File: src/rtl/irqAggPkg.sv
package irqAggPkg;
  typedef struct packed {
    logic wrStatus;
    logic wrMask;
    logic rdStatus;
    logic rdMask;
  } aggStrobes_t;
endpackage

File: src/rtl/irqAggCtrl.sv
module irqAggCtrl
  import irqAggPkg::*;
(
  input  logic        clk,
  input  logic        rstN,
  input  logic        regSel,
  input  logic        regWr,
  input  logic        regRd,
  output aggStrobes_t ctl
);
  always_comb begin
    ctl.wrStatus = regWr & ~regSel;
    ctl.wrMask   = regWr &  regSel;
    ctl.rdStatus = regRd & ~regSel;
    ctl.rdMask   = regRd &  regSel;
  end

  // one access names exactly one register
  assert_one_write_target_R2: assert property (@(posedge clk) disable iff (!rstN)
    $onehot0({ctl.wrStatus, ctl.wrMask}));
  assert_one_read_target_R10: assert property (@(posedge clk) disable iff (!rstN)
    $onehot0({ctl.rdStatus, ctl.rdMask}));
endmodule

File: src/rtl/irqAggDatapath.sv
module irqAggDatapath
  import irqAggPkg::*;
#(
  parameter int NUM_LINES = 32,
  parameter int DMA_BASE = 16,
  parameter logic [NUM_LINES-1:0] INFO_MASK = 32'h5555_0000
) (
  input  logic                            clk,
  input  logic                            rstN,
  input  aggStrobes_t                     ctl,
  input  logic [NUM_LINES-1:0]            srcIn,
  input  logic [NUM_LINES-1:0]            regWdata,
  output logic [NUM_LINES-1:0]            regRdata,
  output logic                            hostIrq,
  output logic [NUM_LINES-DMA_BASE-1:0]   dmaHalt
);
  localparam int DMA_LINES = NUM_LINES - DMA_BASE;

  logic [DMA_LINES-1:0] srcPrev, dmaStat, riseSeen, clrHit;
  logic [NUM_LINES-1:0] maskReg, statusView;

  assign riseSeen   = srcIn[NUM_LINES-1:DMA_BASE] & ~srcPrev;
  assign clrHit     = {DMA_LINES{ctl.wrStatus}} & ~regWdata[NUM_LINES-1:DMA_BASE];
  assign statusView = {dmaStat, srcIn[DMA_BASE-1:0]};
  assign hostIrq    = |(statusView & maskReg);

  always_ff @(posedge clk or negedge rstN) begin
    if (!rstN) begin
      srcPrev  <= '0;
      dmaStat  <= '0;
      maskReg  <= '0;
      regRdata <= '0;
    end else begin
      srcPrev <= srcIn[NUM_LINES-1:DMA_BASE];
      dmaStat <= riseSeen | (dmaStat & ~clrHit);
      if (ctl.wrMask) maskReg <= regWdata;
      if (ctl.rdStatus)    regRdata <= statusView;
      else if (ctl.rdMask) regRdata <= maskReg;
    end
  end

  for (genvar k = 0; k < DMA_LINES; k++) begin : gDma
    if (INFO_MASK[DMA_BASE+k]) begin : gInfo
      assign dmaHalt[k] = 1'b0;
    end else begin : gErr
      assign dmaHalt[k] = dmaStat[k];
      // a halt is only released by a clear write to its bit
      assert_halt_release_R9: assert property (@(posedge clk) disable iff (!rstN)
        $fell(dmaHalt[k]) |-> $past(ctl.wrStatus && !regWdata[DMA_BASE+k]));
    end

    // a rising source edge is captured
    assert_edge_latch_R4: assert property (@(posedge clk) disable iff (!rstN)
      $rose(srcIn[DMA_BASE+k]) |=> dmaStat[k]);
    // a zero written without a new edge clears the bit
    assert_zero_clears_R5: assert property (@(posedge clk) disable iff (!rstN)
      (ctl.wrStatus && !regWdata[DMA_BASE+k] && !$rose(srcIn[DMA_BASE+k])) |=> !dmaStat[k]);
    // with no clear and no edge the bit holds
    assert_bit_holds_R4: assert property (@(posedge clk) disable iff (!rstN)
      (!(ctl.wrStatus && !regWdata[DMA_BASE+k]) && !$rose(srcIn[DMA_BASE+k])) |=> $stable(dmaStat[k]));
  end

  // reset leaves every line disabled
  assert_reset_mask_R1: assert property (@(posedge clk) disable iff (!rstN)
    $rose(rstN) |-> (maskReg == '0 && !hostIrq));
  // with nothing enabled there is no host request
  assert_no_irq_unmasked_R8: assert property (@(posedge clk) disable iff (!rstN)
    (maskReg == '0) |-> !hostIrq);
endmodule

File: src/rtl/irqConcentrator.sv
module irqConcentrator
  import irqAggPkg::*;
#(
  parameter int NUM_LINES = 32,
  parameter int DMA_BASE = 16,
  parameter logic [NUM_LINES-1:0] INFO_MASK = 32'h5555_0000
) (
  input  logic                          clk,
  input  logic                          rstN,
  input  logic [NUM_LINES-1:0]          srcIn,
  input  logic                          regSel,
  input  logic                          regWr,
  input  logic                          regRd,
  input  logic [NUM_LINES-1:0]          regWdata,
  output logic [NUM_LINES-1:0]          regRdata,
  output logic                          hostIrq,
  output logic [NUM_LINES-DMA_BASE-1:0] dmaHalt
);
  aggStrobes_t ctl;

  irqAggCtrl uCtrl (
    .clk(clk), .rstN(rstN), .regSel(regSel), .regWr(regWr), .regRd(regRd), .ctl(ctl)
  );

  irqAggDatapath #(
    .NUM_LINES(NUM_LINES), .DMA_BASE(DMA_BASE), .INFO_MASK(INFO_MASK)
  ) uDp (
    .clk(clk), .rstN(rstN), .ctl(ctl), .srcIn(srcIn), .regWdata(regWdata),
    .regRdata(regRdata), .hostIrq(hostIrq), .dmaHalt(dmaHalt)
  );
endmodule

File: config.mk
export PLATFORM = sky130hd
export DESIGN_NAME = irqConcentrator
export DESIGN_NICKNAME = d
export VERILOG_FILES = /design/src/rtl/irqAggPkg.sv /design/src/rtl/irqAggCtrl.sv /design/src/rtl/irqAggDatapath.sv /design/src/rtl/irqConcentrator.sv
export SDC_FILE = /design/constraint.sdc
export NUM_CORES = 1
export LEC_CHECK = 0
export BUFFER_PORTS_ARGS = -buffer_cell sky130_fd_sc_hd__buf_2
export CAP_MARGIN = 20
export CORE_UTILIZATION = 45
export DETAILED_ROUTE_END_ITERATION = 8
export PLACE_DENSITY = 0.71
export SETUP_SLACK_MARGIN = 0.5
export SLEW_MARGIN = 20
export SYNTH_ARGS = -nofsm -noshare
export SYNTH_HDL_FRONTEND = slang
export SYNTH_HIERARCHICAL = 1
export SYNTH_SLANG_ARGS = --single-unit
File: constraint.sdc
create_clock -name clk -period 2.8 [get_ports clk]
set_input_delay 0.56 -clock clk [delete_from_list [all_inputs] [get_ports clk]]
set_output_delay 0.56 -clock clk [all_outputs]
set_load 0.1 [all_outputs]
==> metrics.cfg <==
[run_status]
run_status = finished clean

[yosys]
syn_avg_cell_area_um2 = 12.0
synth.cell_area_um2 = 3970
synthCells = 331
ys_ff_latch = 96
synth_cell_types = 18
synth-seq-area-share_pct = 60.5
yosys_warnings = 6
synthTopCellsByArea = dfrtp_1 (61%), mux2i_1 (8.1%), mux2_2 (4.8%)
yosys.area.top_type = dfrtp_1
netlist.area_leader.share_pct = 60.5

[finish]
layout-drive-gt1-share_pct = 36.2
multiInputGateArea_um2 = 1370
fill_cells = 756
register_area_um2 = 2400
num_antenna_cells = 0
area_delta_synth_final_pct = 22.9
stdcell_count = 544
layout_commonest_cell = buf_2
final_cell_mix = buf_2 (107), dfrtp_1 (96), o21ai_0 (33)
fin_nets = 503

[setup_path]
crit_slowest_cell = or4_4
path_max_fanout = 3
start_kind = flop
path_buf_inv = 1
crit_chain = a22oi_2 -> nand4_1 -> or4_4 -> buf_12
regToRegStartpoint = uDp/maskReg[16]$_DFFE_PN0P_
r2r_end = uDp/maskReg[16]$_DFFE_PN0P_
worst_setup_path_end_kind = output port
max_stage_delay_ns = 0.58
worstSetupPathType = flop to output port
cp.required_ns = 2.24
reg2reg_depth = 2
arrival_ns = 1.94
path_delay_family = simple AND/OR/NAND/NOR gates
r2r_slack_ns = 1.86

[clocking]
root_buffer = clkbuf_8
cts_tree = done
clkTransAtPathRegs_ns = 0.09
worstSkewPairLatency_ns = 0.35
htree_levels = 3
clk_path_buf_depth = 2
cts_buffers = 9
cts_hold_buf = 0
cts.sinks = 96

[floorplan]
core.rowCount = 33
die_x_um = 95.9
design.die.area_um2 = 9200
die_h_um = 95.9
start_util_pct = 47.3
num_io_pins = 118
coreArea_um2 = 8380

[routing]
routed_wl_um = 8580
num_vias = 2799
vias_per_cell = 5.15
post-route-drc-count = 0
firstDrtPassIters = 4
drt_iter0_markers = 86
wl_per_cell_um = 15.8
postRouteAntennaNets = 0

[timing]
slew_headroom_pct = 55.4
fin_setup_tns_ns = 0
max_freq_mhz = 400
tightestPinTransition_ns = 0.668
fin_worst_skew_ns = 0.00704
hold_viol_final = 0
setup_viol = 0
finalCritPeriodShare_pct = 89.3
fin_crit_ns = 2.50
rsz0062_at_grt = true
maxSlewViolCount = 0

[global_route]
grt.total_usage_pct = 20.2
grt_overflow = 0
antenna_found_initial = 1
first_global_vias = 2781
grt_max_degree = 57
grt_pass1_wl_um = 13800

[placement]
port-buffer-count = 109
dp.cells = 525
dp_hpwl_um = 6070
place_congestion = 0.743

[hold_path]
hp-class = primary input to async pin

[power_and_ir_drop]
leakage_nw = 2.28
powerDensity_nw_per_um2 = 828
vdd_drop_max_uv = 440

[job]
maxCapViolCount = 0

## stage by stage
step	setup slack [ns]	power [W]	hold WS, ns	instance area [um2]	util, %
2_1_floorplan	0.727	0.00272	0.264	4000	-
3_3_place_gp	0.346	0.00296	0.396	4570	54.6
3_5_place_dp	0.311	0.00298	0.406	4570	54.6
4_1_cts	0.322	0.00407	0.187	4880	58.2
5_1_grt	0.249	0.00422	0.209	4880	58.2
6_report	0.299	0.00404	0.183	4880	58.2
## power breakdown
| group | internal (W) | total, W | switching (W) |
|---|---|---|---|
| clock | 0.000618 | 0.00108 | 0.000457 |
| combinational | 0.000271 | 0.00126 | 0.000986 |
| sequential | 0.00157 | 0.00170 | 0.000130 |
## metal layers
metal	track usage, %	part of all wire [%]	up-vias
met4	7.59	0.82	2
met5	0	0.15	-
met1	26.8	46	1359
met2	31.6	46	101
met3	5.77	6.4	9
li1	-	-	1328
## worst max path at each step
stage	from	to	slack (ns)	depth (start not counted)
after floorplan	srcIn[5]	hostIrq	0.73	3
after global placement	srcIn[15]	hostIrq	0.35	5
after detailed placement	srcIn[10]	hostIrq	0.31	5
after CTS	uDp/dmaStat[0]$_DFF_PN0_	hostIrq	0.32	4
after global routing	uDp/dmaStat[0]$_DFF_PN0_	hostIrq	0.25	4
final	uDp/dmaStat[0]$_DFF_PN0_	hostIrq	0.30	4
## synthesized netlist by cell type (all sizes together)
master / instances
dfrtp: 96
o21ai: 64
mux2: 32
mux2i: 32
nand2: 32
buf: 23
inv: 17
a22oi: 16
clkbuf: 9
nand4: 4
and2: 2
nor2b: 2
conb: 1
or4: 1
## registers in the layout, summed over array words and instances, names as in the netlist
signal	flops
uDp/dmaStat	16
uDp/maskReg	32
uDp/regRdata	32
uDp/srcPrev	16
## cells by family after synthesis
family                 after synthesis  share of synthesized area, %
AND/OR/NAND/NOR                     41                          4.48
other                                1                        0.0945
AO/OA/AOI/OAI                       80                          11.4
multiplexers                        64                          17.2
flip-flops                          96                          60.5
buffers and inverters               49                          6.37
## timing repair
action	4_1_cts	5_1_grt
setup buffers	3	0
setup endpoints to repair	1	1
resized for setup	8	0
pin swaps	1	1
gates cloned	0	0
## layout make-up
type | count | area share (%)
tap | 105 | 2.69
clock buffer | 11 | 2.90
multi-input combinational | 193 | 28.1
sequential | 96 | 49.3
clock inverter | 5 | 2.13
timing repair buffer | 117 | 13.5
inverter | 17 | 1.31
## worst register-to-register path, delay by kind of cell (launching register included)
family,cells,cell delay (ns)
buffers and inverters,1,0.14
DFF,1,0.40
muxes,1,0.28
No activity file was read; power rests on OpenSTA's default activity.
